## src/rtl/ivc_pkg.sv

```systemverilog
package ivc_pkg;

    typedef enum logic [2:0] {
        M_TERM     = 3'd0,
        M_ONESHOT  = 3'd1,
        M_RATE     = 3'd2,
        M_SQUARE   = 3'd3,
        M_SWSTROBE = 3'd4,
        M_HWSTROBE = 3'd5
    } mode_e;

    // Codes 6 and 7 drop their top bit and become rate / square.
    function automatic mode_e fold_mode(input logic [2:0] code);
        if (code[1]) return mode_e'({1'b0, code[1:0]});
        return mode_e'(code);
    endfunction

    function automatic int pow10(input int n);
        int r;
        r = 1;
        for (int i = 0; i < n; i++) r = r * 10;
        return r;
    endfunction

endpackage

```

## src/rtl/ivc_gate_edge.sv

```systemverilog
module ivc_gate_edge (
    input  logic clk,
    input  logic rst_n,
    input  logic gate,
    output logic rise
);
    logic gate_d, gate_q;

    always_comb gate_d = gate;

    always_ff @(posedge clk or negedge rst_n) begin
        if (!rst_n) gate_q <= 1'b0;
        else        gate_q <= gate_d;
    end

    assign rise = gate & ~gate_q;
endmodule

```

## src/rtl/ivc_decrement.sv

```systemverilog
module ivc_decrement #(
    parameter int CNT_W = 16
) (
    input  logic [CNT_W-1:0] val,
    input  logic             bcd,
    output logic [CNT_W-1:0] nxt
);
    localparam int DIGITS = CNT_W / 4;

    logic [CNT_W-1:0]  bcd_nxt;
    logic [DIGITS-1:0] brw;

    assign brw[0] = 1'b1;

    for (genvar i = 0; i < DIGITS; i++) begin : g_digit
        logic [3:0] d;
        assign d = val[4*i +: 4];
        assign bcd_nxt[4*i +: 4] = !brw[i] ? d : ((d == 4'd0) ? 4'd9 : d - 4'd1);
        if (i < DIGITS - 1) begin : g_chain
            assign brw[i+1] = brw[i] & (d == 4'd0);
        end
    end

    assign nxt = bcd ? bcd_nxt : val - CNT_W'(1);
endmodule

```

## src/rtl/ivc_span.sv

```systemverilog
module ivc_span import ivc_pkg::*; #(
    parameter int CNT_W = 16
) (
    input  logic [CNT_W-1:0] val,
    input  logic             bcd,
    output logic [CNT_W:0]   span
);
    localparam int             DIGITS  = CNT_W / 4;
    localparam int             SPAN_W  = CNT_W + 1;
    localparam logic [CNT_W:0] BCD_MAX = SPAN_W'(pow10(DIGITS));
    localparam logic [CNT_W:0] BIN_MAX = {1'b1, {CNT_W{1'b0}}};

    logic [CNT_W:0] acc;

    always_comb begin
        acc = '0;
        for (int i = DIGITS - 1; i >= 0; i--) begin
            acc = acc * SPAN_W'(10) + SPAN_W'(val[4*i +: 4]);
        end
        if (val == '0) span = bcd ? BCD_MAX : BIN_MAX;
        else           span = bcd ? acc : {1'b0, val};
    end
endmodule

```

## src/rtl/ivc_channel.sv

```systemverilog
module ivc_channel import ivc_pkg::*; #(
    parameter int CNT_W = 16
) (
    input  logic             clk,
    input  logic             rst_n,
    input  logic             gate,
    input  logic             ctrl_wr,
    input  logic [2:0]       mode_in,
    input  logic             bcd_in,
    input  logic             count_wr,
    input  logic [CNT_W-1:0] count_in,
    output logic             out,
    output logic [CNT_W-1:0] count_val,
    output logic             null_count
);
    localparam int SPAN_W = CNT_W + 1;

    typedef struct packed {
        mode_e             mode;
        logic              bcd;
        logic [CNT_W-1:0]  reload;
        logic [CNT_W-1:0]  cnt;
        logic [SPAN_W-1:0] rem;
        logic [SPAN_W-1:0] half;
        logic              loaded;
        logic              load_pend;
        logic              nul;
        logic              out;
    } chan_t;

    chan_t st_d, st_q;

    logic              rise;
    logic [CNT_W-1:0]  cnt_dec;
    logic [SPAN_W-1:0] span_w;
    logic              periodic, hw, trig, do_load, dec_en;

    ivc_gate_edge u_edge (.clk(clk), .rst_n(rst_n), .gate(gate), .rise(rise));
    ivc_decrement #(.CNT_W(CNT_W)) u_dec (.val(st_q.cnt), .bcd(st_q.bcd), .nxt(cnt_dec));
    ivc_span #(.CNT_W(CNT_W)) u_span (.val(st_q.reload), .bcd(st_q.bcd), .span(span_w));

    always_comb begin
        st_d     = st_q;
        periodic = (st_q.mode == M_RATE) || (st_q.mode == M_SQUARE);
        hw       = (st_q.mode == M_ONESHOT) || (st_q.mode == M_HWSTROBE);
        trig     = hw && rise;
        do_load  = st_q.load_pend || trig ||
                   (periodic && st_q.loaded && (rise || (gate && st_q.rem == SPAN_W'(1))));
        dec_en   = st_q.loaded && (hw || gate);

        if (do_load) begin
            st_d.cnt       = st_q.reload;
            st_d.rem       = span_w;
            st_d.half      = span_w >> 1;
            st_d.loaded    = 1'b1;
            st_d.load_pend = 1'b0;
            st_d.nul       = 1'b0;
        end else if (dec_en) begin
            st_d.cnt = cnt_dec;
            if (st_q.rem != '0) st_d.rem = st_q.rem - SPAN_W'(1);
        end

        if (count_wr) begin
            st_d.reload = count_in;
            st_d.nul    = 1'b1;
            if (st_q.mode == M_TERM || st_q.mode == M_SWSTROBE) begin
                st_d.load_pend = 1'b1;
                st_d.loaded    = 1'b0;
            end else if (periodic && !st_q.loaded) begin
                st_d.load_pend = 1'b1;
            end
        end

        if (ctrl_wr) begin
            st_d.mode      = fold_mode(mode_in);
            st_d.bcd       = bcd_in;
            st_d.loaded    = 1'b0;
            st_d.load_pend = 1'b0;
            st_d.nul       = 1'b1;
        end

        case (st_d.mode)
            M_TERM:     st_d.out = st_d.loaded && (st_d.rem == '0);
            M_ONESHOT:  st_d.out = !(st_d.loaded && (st_d.rem != '0));
            M_RATE:     st_d.out = !(gate && st_d.loaded && (st_d.rem == SPAN_W'(1)));
            M_SQUARE:   st_d.out = !gate || !st_d.loaded || (st_d.rem > st_d.half);
            default:    st_d.out = !(st_d.loaded && (st_q.rem == SPAN_W'(1)) && (st_d.rem == '0));
        endcase
    end

    always_ff @(posedge clk or negedge rst_n) begin
        if (!rst_n) begin
            st_q      <= '0;
            st_q.mode <= M_TERM;
        end else begin
            st_q <= st_d;
        end
    end

    assign out        = st_q.out;
    assign count_val  = st_q.cnt;
    assign null_count = st_q.nul;

    AST_M0_HOLD_HIGH: assert property (@(posedge clk) disable iff (!rst_n)
        (st_q.mode == M_TERM && out && !ctrl_wr && !count_wr) |=> out);
    AST_RATE_ONE_LOW: assert property (@(posedge clk) disable iff (!rst_n)
        (st_q.mode == M_RATE && !out && !ctrl_wr && span_w != SPAN_W'(1)) |=> out);
    AST_STROBE_ONE_LOW: assert property (@(posedge clk) disable iff (!rst_n)
        ((st_q.mode == M_SWSTROBE || st_q.mode == M_HWSTROBE) && !out && !ctrl_wr) |=> out);
    AST_GATE_FORCE_HIGH: assert property (@(posedge clk) disable iff (!rst_n)
        ((st_q.mode == M_RATE || st_q.mode == M_SQUARE) && !gate && !ctrl_wr) |=> out);
    AST_NULL_ON_WRITE: assert property (@(posedge clk) disable iff (!rst_n)
        count_wr |=> null_count);
endmodule

```

## config.mk

```make
export PLATFORM = sky130hd
export DESIGN_NAME = ivc_channel
export DESIGN_NICKNAME = d
export VERILOG_FILES = /design/src/rtl/ivc_pkg.sv /design/src/rtl/ivc_gate_edge.sv /design/src/rtl/ivc_decrement.sv /design/src/rtl/ivc_span.sv /design/src/rtl/ivc_channel.sv
export SDC_FILE = /design/constraint.sdc
export NUM_CORES = 1
export LEC_CHECK = 0
export CORE_UTILIZATION = 45
export CTS_BUF_LIST = sky130_fd_sc_hd__clkbuf_16
export CTS_CLUSTER_SIZE = 25
export DETAILED_ROUTE_END_ITERATION = 10
export DONT_BUFFER_PORTS = 1
export GPL_TIMING_DRIVEN = 0
export PLACE_DENSITY = 0.64
export SLEW_MARGIN = 20
export SYNTH_ARGS = -nofsm -noshare
export SYNTH_HDL_FRONTEND = slang
export SYNTH_SLANG_ARGS = --single-unit
```

## constraint.sdc

```tcl
create_clock -name clk -period 11.84 [get_ports clk]
set_clock_uncertainty 0.05 [all_clocks]
set_input_delay 0.592 -clock clk [delete_from_list [all_inputs] [get_ports clk]]
set_output_delay 0.592 -clock clk [all_outputs]
set_load 0.01 [all_outputs]
```

==> impl_metrics.yaml <==
floorplanning:
  initial_core_util: 0.467
  dieArea_sq_um: 15800
  core_box_area_sq_um: 14800
  pin_count: 43
  die-width_microns: 126
  floorplan.rows: 44
  fp.dieH_microns: 126
timing:
  setup_viol_count_final: 0
  finalMaxSlewViolations: 0
  transition_time_of_the_tightest_slew_check_pin_ps: 1020
  maximum_frequency_from_static_timing_analysis_mhz: 112
  finalCriticalPeriod_ps: 8910
  min_period_over_period: 0.752
  rsz0062_at_grt: "false"
  final_hold_viol_count: 0
  slew_limit_headroom: 0.303
  fin_setup_tns_ps: 0
clock_tree:
  cts_inserted_buffers: 9
  cts_setup_buffers: 0
  cts.sink_count: 75
  ctsLongestPathBuffers: 2
  clk_pin_slew_worst_paths_ps: 60
  cts_tree: "yes"
  clkLatencyLatePin_ps: 350
  cts_root_buf: "clkbuf_16"
  clock_tree.htree_level_count: 3
  post_cts_hold_fix_bufs: 1
  post_cts.resized_instances: 0
yosys:
  synth_nets: 899
  synth.mux.area_fraction: 0.0416
  synth_top_cell_area_share: 0.272
  synth_top_family_by_area: "compound AO/OA/AOI/OAI gates"
  main_synth_ff_type: "dfrtp_1"
  synth_simple_gate_area_share: 0.206
  synth-compound-area-share: 0.216
  synthesis.area_per_instance_sq_um: 8.65
  synth-seq-cells: 75
  synthArstFlopShare: 1.00
  xor_and_xnor_fraction_of_the_mapped_netlist_area: 0.0547
  synth_edf_count: 0
  postSynthCellCount: 796
  ys_seq_area_frac: 0.272
  synth.lib_cells_used.distinct: 90
  yosys.area_share.adder: 0.148
  synth-warning-count: 0
  yosys-top-cells-area: "dfrtp_1 (27%), ha_1 (13%), a21oi_1 (3.6%)"
  syn_area_sq_um: 6890
  yosysTopAreaCell: "dfrtp_1"
grt:
  grt_antenna_before_repair: 0
  grt_pass1_wl_mm: 30.9
  total_track_usage: 0.246
  first_global_vias: 6002
  maximum_number_of_pins_on_one_net_before_global_route_repair: 76
  global_route.overflow_total: 0
worst_setup_path:
  crit-reg2reg-launch: "st_q[67]"
  slowest_stage_delay_on_critical_path_ps: 600
  critPathArrivalTime_ps: 9080
  crit_path_frequent_cell: "ha_1"
  worst_reg_to_reg_setup_slack_ps: 2930
  crit_path_max_fanout: 9
  timing_worst_setup_path_type: "flip-flop to flip-flop"
  critical-path-slowest-cell: "nor3_1"
  r2r.worst_path.cells: 31
  worst_flop_to_flop_path_endpoint: "out"
  cp-start-kind: "flip-flop"
  worst_path_required_time_ps: 12010
  cp-end-kind: "flip-flop"
min_path:
  timing.hold.worst.class: "input pin to asynchronous set/reset pin"
routing:
  post-route-drc-count: 0
  detail_route.iter0.violations: 480
  route.antenna.remaining_nets: 0
  routedWlPerCell_microns: 18.8
  dr.pass1.iters: 5
  post_drt_via_cell_ratio: 6.03
  totalWireLength_mm: 18.8
  via_count: 6011
cells_and_area:
  layout.cells.most_common_list: "dfrtp_1 (75), ha_1 (72), nand2_1 (60), nor2_1 (59), inv_1 (52)"
  area_growth_syn_to_layout_pct: 7.65
  fill_cells: 1414
  num_antenna_cells: 0
  layout.cells.most_common: "dfrtp_1"
  drive_above_1_share: 0.0923
  fin_nets: 911
placement:
  place.gp.congestion: 0.943
  detailedPlacementHpwl_mm: 14.5
  buffer_ports.inserted: 0
flow_run:
  max_cap_viol_count: 0
status:
  result_of_the_run: "completed"
==> worst max path at each step <==
| stage | slack [ps] | end | from | cells after the start |
|---|---|---|---|---|
| after detailed placement | 3050 | out | st_q[67] | 31 |
| after floorplan | 4230 | out | st_q[67] | 34 |
| final | 2930 | out | st_q[67] | 31 |
| after global routing | 2310 | out | st_q[67] | 31 |
| after CTS | 3010 | out | st_q[67] | 31 |
| after global placement | 3220 | out | st_q[67] | 31 |
==> metrics by stage <==
step	hold WS (ps)	cell area [sq um]	cells	utilization	worst slack (ps)
after floorplan	246	6890	796	-	4230
after global placement	251	7120	980	0.483	3220
after detailed placement	250	7120	980	0.483	3050
after CTS	102	7420	997	0.503	3010
after global routing	99.1	7420	997	0.503	2310
final	62.7	7420	997	0.503	2930
==> worst max-delay path, delay by kind of cell (launching register included) <==
kind | cells | cell delay [ps]
fa+ha+maj | 8 | 2760
simple gates | 11 | 2450
compound gates | 8 | 2040
xor+xnor | 3 | 750
flops | 1 | 500
buf+inv | 1 | 190
==> state kept, by name, indices dropped and copies added (netlist names) <==
register / count
st_q: 56
count_val: 16
null_count: 1
out: 1
u_edge.gate_q: 1
==> cell type report <==
cell class / instances / area, sq um / share of cell area
tap: 184 / 230 / 0.0310
clock inverter: 7 / 42.5 / 0.00574
clock buffer: 9 / 225 / 0.0304
multi-input combinational: 629 / 4600 / 0.620
sequential: 75 / 1880 / 0.253
buffer: 40 / 219 / 0.0295
timing repair buffer: 1 / 27.5 / 0.00371
inverter: 52 / 195 / 0.0263
==> layer usage <==
metal	part of all wire	vias to the layer above	track usage
li1	-	2898	-
met1	0.47	2903	0.331
met3	0.044	37	0.0361
met2	0.46	173	0.400
met5	0	-	0
met4	0.026	0	0.0957
==> Yosys cell counts, types with 9 or more instances <==
cell	number
nand3_1	19
buf_4	16
nor3_1	23
nor2b_1	14
mux2_2	13
a21o_1	16
o21a_1	12
dfrtp_1	75
clkbuf_1	14
nor4_1	9
nand2_1	60
xor2_1	17
nor3b_1	9
nand2b_1	12
o21ai_0	48
a21oi_1	50
a211oi_1	9
ha_1	72
xnor2_1	26
mux2i_1	14
inv_1	52
nor2_1	59
==> cells by family (layout without fill, tap and decap cells) <==
logic type,after synthesis,count (layout)
XOR/XNOR,43,43
other,1,1
buffers and inverters,92,109
adder cells (fa/ha/maj),78,78
AO/OA/AOI/OAI,217,217
AND/OR/NAND/NOR,263,263
flip-flops,75,75
multiplexers,27,27
Power is left out: the tool's default activity adds up to more than one toggle a clock period on the data nets, which glitch-free logic cannot reach.
